### src/rtl/edgeTimerPkg.sv
package edgeTimerPkg;
  localparam int CFG_W     = 32;
  localparam int CTRL_BITS = 13;

  typedef enum logic [1:0] {
    MODE_TIMER = 2'b00,
    MODE_RISE  = 2'b01,
    MODE_FALL  = 2'b10,
    MODE_BOTH  = 2'b11
  } modeT;

  typedef struct packed {
    logic preStep;  // timer-mode prescaler step
    logic cntStep;  // counter-mode edge step
    logic zero;     // clear both counters
    logic capture;  // latch count into capture register
  } strobeT;
endpackage

### src/rtl/edgeTimerCtrl.sv
module edgeTimerCtrl
  import edgeTimerPkg::*;
#(
  parameter int WIDTH       = 32,
  parameter int SYNC_STAGES = 2
) (
  input  logic             clk,
  input  logic             rstN,
  input  logic             cfgWe,
  input  logic             cfgSel,
  input  logic [CFG_W-1:0] cfgData,
  input  logic [1:0]       capIn,
  output logic [WIDTH-1:0] limit,
  output strobeT           strobe
);
  localparam int NUM_IN = 2;

  logic [CTRL_BITS-1:0] ctrlQ;
  logic [WIDTH-1:0]     limitQ;
  logic [NUM_IN-1:0]    riseV, fallV;

  always_ff @(posedge clk or negedge rstN) begin
    if (!rstN) begin
      ctrlQ  <= '0;
      limitQ <= '0;
    end else if (cfgWe) begin
      if (cfgSel) limitQ <= cfgData[WIDTH-1:0];
      else        ctrlQ  <= cfgData[CTRL_BITS-1:0];
    end
  end

  // synchronizer stages plus one compare flop per pin
  for (genvar i = 0; i < NUM_IN; i++) begin : g_pin
    logic [SYNC_STAGES:0] pipe;
    always_ff @(posedge clk or negedge rstN) begin
      if (!rstN) pipe <= '0;
      else       pipe <= {pipe[SYNC_STAGES-1:0], capIn[i]};
    end
    assign riseV[i] = pipe[SYNC_STAGES-1] & ~pipe[SYNC_STAGES];
    assign fallV[i] = ~pipe[SYNC_STAGES-1] & pipe[SYNC_STAGES];
  end

  modeT mode;
  logic runEn, holdZero, clearEn;
  logic evtHit, clearHit, capHit;

  always_comb begin
    mode     = modeT'(ctrlQ[1:0]);
    runEn    = ctrlQ[8];
    holdZero = ctrlQ[9];
    clearEn  = ctrlQ[4];
    evtHit   = 1'b0;
    if (!ctrlQ[3]) begin
      unique case (mode)
        MODE_RISE: evtHit = riseV[ctrlQ[2]];
        MODE_FALL: evtHit = fallV[ctrlQ[2]];
        MODE_BOTH: evtHit = riseV[ctrlQ[2]] | fallV[ctrlQ[2]];
        default:   evtHit = 1'b0;
      endcase
    end
    clearHit = clearEn & ~ctrlQ[7] &
               (ctrlQ[5] ? fallV[ctrlQ[6]] : riseV[ctrlQ[6]]);
    capHit   = ctrlQ[12] &
               (ctrlQ[10] ? fallV[ctrlQ[11]] : riseV[ctrlQ[11]]);

    strobe.zero    = holdZero | clearHit;
    strobe.preStep = runEn & (mode == MODE_TIMER);
    strobe.cntStep = runEn & (mode != MODE_TIMER) & evtHit;
    strobe.capture = capHit;
  end

  assign limit = limitQ;
endmodule

### src/rtl/edgeTimerPath.sv
module edgeTimerPath
  import edgeTimerPkg::*;
#(
  parameter int WIDTH = 32
) (
  input  logic             clk,
  input  logic             rstN,
  input  strobeT           strobe,
  input  logic [WIDTH-1:0] limit,
  output logic [WIDTH-1:0] count,
  output logic [WIDTH-1:0] capValue
);
  logic [WIDTH-1:0] preQ, cntQ, capQ;

  always_ff @(posedge clk or negedge rstN) begin
    if (!rstN) begin
      preQ <= '0;
      cntQ <= '0;
      capQ <= '0;
    end else begin
      if (strobe.capture) capQ <= cntQ;
      if (strobe.zero) begin
        preQ <= '0;
        cntQ <= '0;
      end else if (strobe.cntStep) begin
        cntQ <= cntQ + 1'b1;
      end else if (strobe.preStep) begin
        if (preQ == limit) begin
          preQ <= '0;
          cntQ <= cntQ + 1'b1;
        end else begin
          preQ <= preQ + 1'b1;
        end
      end
    end
  end

  assign count    = cntQ;
  assign capValue = capQ;
endmodule

### src/rtl/edgeTimer.sv
module edgeTimer
  import edgeTimerPkg::*;
#(
  parameter int WIDTH       = 32,
  parameter int SYNC_STAGES = 2
) (
  input  logic             clk,
  input  logic             rstN,
  input  logic             cfgWe,
  input  logic             cfgSel,
  input  logic [31:0]      cfgData,
  input  logic [1:0]       capIn,
  output logic [WIDTH-1:0] count,
  output logic [WIDTH-1:0] capValue
);
  strobeT           strobe;
  logic [WIDTH-1:0] limit;

  edgeTimerCtrl #(.WIDTH(WIDTH), .SYNC_STAGES(SYNC_STAGES)) u_ctrl (
    .clk(clk), .rstN(rstN), .cfgWe(cfgWe), .cfgSel(cfgSel),
    .cfgData(cfgData), .capIn(capIn), .limit(limit), .strobe(strobe)
  );

  edgeTimerPath #(.WIDTH(WIDTH)) u_path (
    .clk(clk), .rstN(rstN), .strobe(strobe), .limit(limit),
    .count(count), .capValue(capValue)
  );
endmodule

### config.mk
export PLATFORM = sky130hd
export DESIGN_NAME = edgeTimer
export DESIGN_NICKNAME = d
export VERILOG_FILES = /design/src/rtl/edgeTimerPkg.sv /design/src/rtl/edgeTimerCtrl.sv /design/src/rtl/edgeTimerPath.sv /design/src/rtl/edgeTimer.sv
export SDC_FILE = /design/constraint.sdc
export NUM_CORES = 1
export LEC_CHECK = 0
export CORE_UTILIZATION = 45
export CTS_BUF_LIST = sky130_fd_sc_hd__clkbuf_8
export DETAILED_ROUTE_END_ITERATION = 10
export DONT_BUFFER_PORTS = 1
export PLACE_DENSITY = 0.68
export SYNTH_ARGS = -nofsm -noshare
export SYNTH_HDL_FRONTEND = slang
export SYNTH_SLANG_ARGS = --single-unit
### constraint.sdc
create_clock -name clk -period 2.35 [get_ports clk]
set_input_delay 0.3525 -clock clk [delete_from_list [all_inputs] [get_ports clk]]
set_output_delay 0.3525 -clock clk [all_outputs]
set_load 0.01 [all_outputs]
==> results of run 1 <==
how the worst max path moves through the flow:
stage	startpoint	endpoint	slack, ps	cells past startpoint
floorplan	u_path.preQ[9]	u_path.count[23]	270	10
global placement	u_path.preQ[30]	u_path.count[10]	30	8
detailed placement	u_path.preQ[30]	u_path.count[10]	-90	8
CTS	u_path.preQ[2]	u_path.count[10]	9	8
global route	u_path.preQ[6]	u_path.count[28]	-60	10
finish	u_path.preQ[6]	u_path.count[10]	50	9
worst register-to-register path, delay by kind of cell, from the launching register on:
kind / cells / cell delay (ps)
buffers and inverters: 2 / 360
XOR/XNOR: 1 / 200
flip-flops: 1 / 410
AND/OR/NAND/NOR: 4 / 860
AO/OA/AOI/OAI: 2 / 410
final cells by class:
cell class,count,area [um^2]
tap,188,235.2
fill,1298,7088
inverter,9,33.78
multi-input combinational,420,3201
clock buffer,18,247.7
clock inverter,14,168.9
sequential,147,3681
timing repair buffer,58,490.5
registers in the layout, indices dropped and copies added (netlist names):
name,count
u_ctrl.limit,32
u_path.capValue,32
u_path.count,32
u_path.preQ,32
u_ctrl.ctrlQ,13
u_ctrl.g_pin.pipe,6
through the flow:
step | power [mW] | setup slack (ps) | area [um^2] | setup TNS (ps)
2_1_floorplan | 3.180 | 270.7 | 6973 | 0
3_3_place_gp | 3.331 | 31.52 | 7500 | 0
3_5_place_dp | 3.353 | -94.80 | 7500 | -297.4
4_1_cts | 5.433 | 9.444 | 7965 | 0
5_1_grt | 5.623 | -64.83 | 8058 | -402.5
6_report | 5.404 | 45.95 | 8058 | 0
cell usage in the layout (no fill, tap or decap), types with 4 or more instances in the layout:
cell type	instances
nor3b_1	4
inv_1	9
buf_12	4
o21ai_0	13
and3_1	13
nand3_1	21
and4_1	4
dfrtp_1	145
mux2_2	74
nor2b_1	4
xnor2_1	13
nor4_1	9
nor3_1	6
o21ai_1	4
nor4_2	6
nor2_1	60
nand2_1	29
buf_4	52
clkbuf_8	18
nand4_1	18
or3_1	5
a31oi_1	4
o211ai_1	5
a21oi_1	9
o2111ai_1	4
xor2_1	63
cell families (layout without fill, tap and decap cells):
family / Yosys count / in the layout
AOI/OAI and AO/OA: 58 / 58
xor gates and xnor gates: 76 / 76
adders and majority gates: 2 / 2
buffers and inverters: 32 / 99
DFF: 147 / 147
muxes: 78 / 78
and+or+nand+nor: 206 / 206
repair_timing:
item / in CTS / in global routing
endpoints found under the setup margin: 20 / 50
endpoints found under the hold margin: 149 / 147
resized for setup: 5 / 13
pin swaps: 2 / 4
buffers inserted: 0 / 6
routing by layer:
layer | part of all wire | up-vias | global-route usage
met5 | 0 | - | 0
met4 | 0.015 | 0 | 0.08575
met3 | 0.056 | 18 | 0.05694
met2 | 0.50 | 143 | 0.3328
met1 | 0.43 | 2388 | 0.2621
li1 | - | 2235 | -
power breakdown:
part	switching, mW	leakage [nW]	total (mW)	internal (mW)
clock	1.05	0.202	2.06	1.01
combinational	0.298	1.50	0.584	0.286
sequential	0.105	1.94	2.76	2.66
total	1.46	3.64	5.40	3.95
==> summary.md, run 1 <==
| Metric | Value |
|---|---|
| Status | complete, but fails checks |
| Violations in the final reports | negative hold slack |
| Area growth syn-to-layout | 15.56% |
| Root Driver | clkbuf_8 |
| Number of enable flip-flop cells after synthesis | 0 |
| Later-pin clock latency in the skew report | 460 ps |
| Drt drc | 0 |
| Endpoint required time on the critical path | 2740 ps |
| Hpwl dp | 11020 um |
| Overflow after GRT | 0 |
| Detail Route Antenna Nets | 0 |
| Setup repair after global routing missed its margin | yes |
| Number of max-slew violations in the final report | 0 |
| Period minus WS final | 2304 ps |
| Critical R2R Capture | u_path.count[10] |
| Fraction of the yosys area taken by sequential cells | 0.5275 |
| Post-cts hold buffer count | 2 |
| Final net count | 693 |
| Post-Synth Simple-Gate Area | 0.1635 |
| Reg clk slew, reported paths | 100 ps |
| Post-synthesis average cell area | 11.64 um^2 |
| Net count after synthesis | 639 |
| Power per standard cell area | 670.7 mW/mm^2 |
| Max-cap viol count | 0 |
| Global-route wire length before repair | 25360 um |
| DP Cell Count | 814 |
| Total standard cell area after synthesis | 0.006973 mm^2 |
| Standard cell core area | 0.01515 mm^2 |
| Slack of the worst reg-to-reg path | 50 ps |
| Worst Setup End Kind | flop |
| Worst Tran Pin Value | 581.1 ps |
| CP Max Fanout | 14 |
| Tightest slew margin relative to the limit | 0.6096 |
| Worst Skew | 18.36 ps |
| Distinct cells, synth | 58 |
| Type of the setup path with the least slack | reg2reg |
| Final count of hold timing violations | 147 |
| Total via count in the routed design | 4784 |
| Number of cells on the worst reg-to-reg path | 9 |
| Count of standard-cell rows | 45 |
| Worst-case vdd ir drop | 0.0003531 V |
| Tightest hold margin | -402.3 ps |
| First-iteration detailed-routing DRC count | 354 |
| Total global-route track usage | 0.2063 |
| Proportion of netlist area held by the largest area contributor | 0.5275 |
| Number of buffer and inverter instances along the worst setup path | 2 |
| H-tree depth | 4 |
| Fin cells | 854 |
| Largest cells by area after synthesis | dfrtp_1, mux2_2, xor2_1 |
| Most instantiated cells after synthesis | dfrtp_1, mux2_2, xor2_1, nor2_1, nand2_1 |
| TritonCTS clock tree | built |
| Post-synth ARST share | 1.000 |
| Dominant combinational cell family by area after synthesis | simple AND/OR/NAND/NOR gates |
| Data arrival at the endpoint of the critical path | 2700 ps |
| Maximum number of pins on one net before global-route repair | 148 |
| Hold Path Class | in2async |
| Number of buffers between clock root and the deepest sink | 2 |
| Most instantiated library cell after synthesis | dfrtp_1 |
| Setup-failing EPs final | 0 |
| Chip Width | 126.5 um |
| GPL Wtd Cong | 0.8686 |
| Share of post-route cells with drive strength above 1 | 0.2898 |
| Initial core utilization | 0.4604 |
| Worst flop-to-flop path startpoint | u_path.preQ[6] |
| Chip Height | 126.5 um |
| Detailed Routing Iterations Pass 1 | 4 |
| Initial antenna violation count | 0 |
| Wire length after detailed routing | 15520 um |
| Period Utilization, post-route | 0.9804 |
| Fraction of the mapped netlist area in compound gates | 0.05706 |
| Adder-Cell Fraction of Synth Area | 0.003589 |
| Post-synthesis mux area share | 0.1288 |
| Ratio of routed vias to standard cells | 5.602 |
| Worst path cell trace | xor2_1, nor4_2, buf_4, nand4_4, o31ai_4, buf_12, nand2_1, or3_1, a21oi_2 |
| I/O Buffers | 0 |
| Utilization of the core after routing | 0.5320 |
| I/O pin total | 102 |
| Yosys top cell by area | dfrtp_1 |
| Clock Sinks | 147 |
| Dominant register cell in the synthesized netlist | dfrtp_1 |
| Static leakage | 3.638 nW |
| Routed length per instance | 18.17 um |
| Cts bufs inserted | 17 |
| Highest attainable clock frequency | 434.0 MHz |
| Kind of launch point of the worst setup path | flop |
| Xor and xnor fraction of the mapped netlist area | 0.09546 |
| Vias in the first global route | 4927 |
| Critical Path Slowest Stage Cell | dfrtp_1 |
| Yosys reg bits | 147 |
| Total die area | 0.01600 mm^2 |
| Instance count of the mapped netlist | 599 |
| Delay-heaviest family, CP | simple AND/OR/NAND/NOR gates |
| Antenna diode count | 0 |
| Longest individual stage delay on the worst path | 410 ps |
| Number of synthesis warnings | 0 |
No activity file was read; power rests on OpenSTA's default activity.
==> run 2, diff against run 1 <==
Settings changed: CORE_UTILIZATION 45 to 50, PLACE_DENSITY 0.68 to 0.73.
==> run 2 against run 1 <==
The run still ends with negative hold slack left. Clock skew fell by 2.3 ps. Wire length up 2.3%. Combinational power shrank 4.8%. Critical path type unchanged. Critical endpoint unchanged. Largest cell class unchanged.
==> summary.md, run 2 (same netlist as run 1, synthesis figures left out) <==
| Metric | Value |
|---|---|
| Status | complete, but fails checks |
| Violations in the final reports | negative hold slack |
| Count of standard-cell rows | 42 |
| Most common cell after layout, fill and taps aside | dfrtp_1 |
| Overall power of the completed layout | 5.488 mW |
| Drt drc | 0 |
| Initial core utilization | 0.5204 |
| Top library cells by usage in the layout, fill and taps aside | dfrtp_1, mux2_2, xor2_1 |
| Area growth syn-to-layout | 14.89% |
| Tightest hold margin | -419.4 ps |
| Data arrival at the endpoint of the critical path | 2740 ps |
| Global-route wire length before repair | 24990 um |
| TritonCTS clock tree | built |
| Final net count | 687 |
| Routed length per instance | 18.99 um |
| Clock Sinks | 147 |
| Worst Tran Pin Value | 496.2 ps |
| Total die area | 0.01442 mm^2 |
| Worst Skew | 16.01 ps |
| Standard cell core area | 0.01340 mm^2 |
| GPL Wtd Cong | 0.9013 |
| Highest attainable clock frequency | 427.1 MHz |
| Final count of hold timing violations | 147 |
| Hold Path Class | in2async |
| Dpl ws | -84.24 ps |
| Final WS setup | 8.389 ps |
| Chip Width | 120.1 um |
| Root Driver | clkbuf_8 |
| Detail Route Antenna Nets | 0 |
| Type of the setup path with the least slack | reg2reg |
| Number of buffers between clock root and the deepest sink | 2 |
| I/O pin total | 102 |
| Detailed Routing Iterations Pass 1 | 5 |
| CP Max Fanout | 16 |
| Cts bufs inserted | 17 |
| Period minus WS final | 2342 ps |
| Max-cap viol count | 0 |
| Vias in the first global route | 4750 |
| Setup repair after global routing missed its margin | yes |
| Worst-case vdd ir drop | 0.0005445 V |
| Wire length after detailed routing | 15880 um |
| Share of post-route cells with drive strength above 1 | 0.2833 |
| H-tree depth | 4 |
| Power per standard cell area | 685.0 mW/mm^2 |
| Tightest slew margin relative to the limit | 0.6661 |
| Setup-failing EPs final | 0 |
| Worst Setup End Kind | flop |
| Antenna diode count | 0 |
| Ratio of routed vias to standard cells | 5.879 |
| Reg clk slew, reported paths | 90 ps |
| Maximum number of pins on one net before global-route repair | 148 |
| Static leakage | 3.616 nW |
| Later-pin clock latency in the skew report | 470 ps |
| I/O Buffers | 0 |
| Kind of launch point of the worst setup path | flop |
| Chip Height | 120.1 um |
| Hpwl dp | 11010 um |
| Number of max-slew violations in the final report | 0 |
| Total via count in the routed design | 4915 |
| Post-cts hold buffer count | 3 |
| Initial antenna violation count | 0 |
| Count of fill cells added during filler insertion | 1062 |
| Overflow after GRT | 0 |
| Endpoint required time on the critical path | 2750 ps |
| Total global-route track usage | 0.2294 |
| First-iteration detailed-routing DRC count | 364 |
| Period Utilization, post-route | 0.9964 |
[run 2: stage by stage]
stage / hold slack (ps) / util / cells / TNS, ps / cell area (um^2)
after floorplan: 56.91 / - / 599 / 0 / 6973
after global placement: 67.40 / 0.5505 / 791 / -44.82 / 7377
after detailed placement: 62.51 / 0.5505 / 791 / -200.2 / 7377
after CTS: -448.0 / 0.5867 / 827 / -13.67 / 7863
after global routing: -449.8 / 0.5979 / 836 / -557.6 / 8011
final: -419.4 / 0.5979 / 836 / 0 / 8011
[run 2: critical path, cell delays in order, from the launching register on]
cell     delay [ps]
dfrtp_2         480
xor2_1          200
nor4_2          320
nand4_2         190
o31ai_4         340
buf_12          190
nand2_1          90
or3_4           340
a21oi_2         140
[run 2: path summary, 6_finish.rpt]
kind	startpoint	end	slack, ps	depth (start not counted)
setup / recovery	u_path.preQ[10]	u_path.count[10]	8	8
hold / removal	rstN	u_path.capValue[27]	-420	0
setup reg to reg	u_path.preQ[10]	u_path.count[10]	8	8
hold reg to reg	u_ctrl.g_pin[0].pipe[0]	u_ctrl.g_pin[0].pipe[1]	360	0
max in group asynchronous	rstN	u_ctrl.g_pin[0].pipe[1]	2610	0
min in group clk	cfgData[1]	u_ctrl.limit[1]	30	1
[run 2: cell type report]
class | count | area, um^2 | area share
flip-flops and latches | 147 | 3684 | 0.4598
inverters | 9 | 33.78 | 0.004217
multi-input cells | 420 | 3184 | 0.3975
repair buffers | 52 | 447.9 | 0.05591
clock buffers | 18 | 247.7 | 0.03092
well taps | 176 | 220.2 | 0.02749
clock inverters | 14 | 193.9 | 0.02421
[run 2: per-layer routing]
layer,track usage,up-vias,part of all wire
li1,-,2223,-
met3,0.06844,29,0.073
met4,0.09453,0,0.024
met2,0.3614,198,0.48
met1,0.2943,2465,0.42
met5,0,-,0
[run 2: repair_timing]
item / 4_1_cts / 5_1_grt
endpoints found under the setup margin: 10 / 44
endpoints found under the hold margin: 150 / 147
gates resized for setup: 1 / 19
pin swaps: 1 / 8
cloned: 0 / 1
buffers inserted: 1 / 8
[run 2: report_power, final]
group	switching, mW	internal (mW)
logic	0.290	0.266
registers	0.105	2.66
clock network	1.06	1.11
total	1.45	4.03
==> run 3, diff against run 2 <==
Settings changed: GPL_TIMING_DRIVEN set to 1, REMOVE_ABC_BUFFERS set to 1.
==> run 3 against run 2 <==
The flow still finishes with violations (negative hold slack). Wire length shrank 3.3%. Flip-flop and latch count is the same. Hold slack gained 4.9 ps. First-iteration DRC count shrank 16%. Count of clock-buffer cells in the layout grew 1. Largest power group unchanged. Critical path type unchanged. Non-clock buffer count grew 5. Sequential power is essentially flat. Clock skew is essentially flat. Die area is the same. Critical path depth is the same.
==> summary.md, run 3 (same netlist as run 1, synthesis figures left out) <==
| Metric | Value |
|---|---|
| Total die area | 0.01442 mm^2 |
| Initial core utilization | 0.5204 |
| Chip Width | 120.1 um |
| Cts bufs inserted | 17 |
| Worst Setup End Kind | flop |
| Share of power burned in the clock network | 0.381 |
| H-tree depth | 4 |
| Static leakage | 3.644 nW |
| Global-route wire length before repair | 25160 um |
| Max-cap viol count | 0 |
| Detail Route Antenna Nets | 0 |
| Power per standard cell area | 671.6 mW/mm^2 |
| Endpoint required time on the critical path | 2690 ps |
| Period minus WS final | 2318 ps |
| Standard cell core area | 0.01340 mm^2 |
| TritonCTS clock tree | built |
| Routed length per instance | 18.27 um |
| Vias in the first global route | 4997 |
| Top library cells by usage in the layout, fill and taps aside | dfrtp_1, mux2_2, xor2_1 |
| Drt drc | 0 |
| Share of post-route cells with drive strength above 1 | 0.2801 |
| Combinational share of power | 0.107 |
| Post-cts hold buffer count | 3 |
| Type of the setup path with the least slack | reg2reg |
| Root Driver | clkbuf_8 |
| Reg clk slew, reported paths | 80 ps |
| Chip Height | 120.1 um |
| Data arrival at the endpoint of the critical path | 2650 ps |
| Hold Path Class | in2async |
| Tightest hold margin | -414.5 ps |
| I/O Buffers | 0 |
| Count of fill cells added during filler insertion | 1119 |
| Initial antenna violation count | 0 |
| Dpl ws | -7.298 ps |
| Detailed Routing Iterations Pass 1 | 4 |
| Final count of hold timing violations | 147 |
| Antenna diode count | 0 |
| CP Max Fanout | 6 |
| Setup-failing EPs final | 0 |
| Clock Sinks | 147 |
| Final net count | 692 |
| Sequential share of power | 0.512 |
| Final WS setup | 32.45 ps |
| Ratio of routed vias to standard cells | 5.629 |
| Count of standard-cell rows | 42 |
| Period Utilization, post-route | 0.9862 |
| First-iteration detailed-routing DRC count | 305 |
| Switching power summed over all nets | 1.352 mW |
| Switching power share of the total | 0.2507 |
| Violations in the final reports | negative hold slack |
| Highest attainable clock frequency | 431.5 MHz |
| Worst-case vdd ir drop | 0.0005013 V |
| Hpwl dp | 10680 um |
| Overflow after GRT | 0 |
| GPL Wtd Cong | 0.8412 |
| Post-Route Setup TNS | 0 ps |
| Worst Skew | 15.83 ps |
| Most common cell after layout, fill and taps aside | dfrtp_1 |
| Maximum number of pins on one net before global-route repair | 148 |
| Number of buffers between clock root and the deepest sink | 2 |
| Tightest slew margin relative to the limit | 0.6112 |
| Worst Tran Pin Value | 581.0 ps |
| Later-pin clock latency in the skew report | 450 ps |
| Kind of launch point of the worst setup path | flop |
| Total via count in the routed design | 4728 |
| Internal power | 4.041 mW |
| Area growth syn-to-layout | 15.14% |
| I/O pin total | 102 |
| Status | complete, but fails checks |
| Wire length after detailed routing | 15350 um |
| Setup repair after global routing missed its margin | yes |
| Total global-route track usage | 0.2268 |
| Number of max-slew violations in the final report | 0 |
-- run 3: what timing repair did --
| item | in CTS | in global routing |
|---|---|---|
| hold endpoints to repair | 150 | 147 |
| endpoints found under the setup margin | 5 | 37 |
| resized for setup | 6 | 11 |
| pin swaps | 2 | 10 |
| buffers inserted | 1 | 5 |
| cloned | 0 | 0 |
-- run 3: metal layers --
layer  global-route usage  part of all wire  vias to the layer above
li1                     -                 -                     2226
met1               0.2893              0.44                     2379
met2               0.3664              0.49                      114
met3              0.08175             0.064                        9
met4              0.05547            0.0068                        0
met5                    0                 0                        -
-- run 3: worst paths after layout --
kind / start / slack, ps / cells after the start / to
setup / recovery: u_path.preQ[21] / 30 / 8 / u_path.preQ[10]
hold / removal: rstN / -410 / 0 / u_ctrl.limit[25]
setup reg to reg: u_path.preQ[21] / 30 / 8 / u_path.preQ[10]
hold reg to reg: u_ctrl.g_pin[0].pipe[0] / 360 / 0 / u_ctrl.g_pin[0].pipe[1]
max in group asynchronous: rstN / 2550 / 0 / u_ctrl.ctrlQ[2]
min in group clk: cfgData[6] / 40 / 1 / u_ctrl.limit[6]
-- run 3: area by class of cell --
cell class | count | area (um^2) | share of cell area
clock inverters | 12 | 157.7 | 0.01964
inverters | 9 | 33.78 | 0.004208
multi-input cells | 420 | 3192 | 0.3975
well taps | 176 | 220.2 | 0.02743
clock buffers | 19 | 261.5 | 0.03257
repair buffers | 57 | 484.2 | 0.06031
flip-flops and latches | 147 | 3680 | 0.4583
-- run 3: worst max-delay path, cell delays in order (launching register included) --
cell     delay (ps)
dfrtp_1         400
xor2_1          190
nor4_2          360
nand4_2         230
buf_4           200
nor2_4          180
a21o_1          210
a21oi_1          80
a221o_1         360
-- run 3: power by group through the flow --
stage | sequential [mW] | combinational [mW] | clock (mW)
after detailed placement | 2.81 | 0.529 | 0
after CTS | 2.76 | 0.551 | 2.11
after global routing | 2.78 | 0.623 | 2.20
after floorplan | 2.78 | 0.364 | 0
final | 2.76 | 0.577 | 2.05
after global placement | 2.81 | 0.514 | 0
-- run 3: through the flow --
stage	hold WS (ps)	std cells	power [mW]	utilization	cell area (um^2)
3_5_place_dp	61.93	800	3.342	0.5565	7457
3_3_place_gp	60.37	800	3.319	0.5565	7457
4_1_cts	-450.7	835	5.429	0.5931	7948
5_1_grt	-461.2	840	5.607	0.5992	8029
6_report	-414.5	840	5.392	0.5992	8029
2_1_floorplan	56.91	576	3.139	-	6839
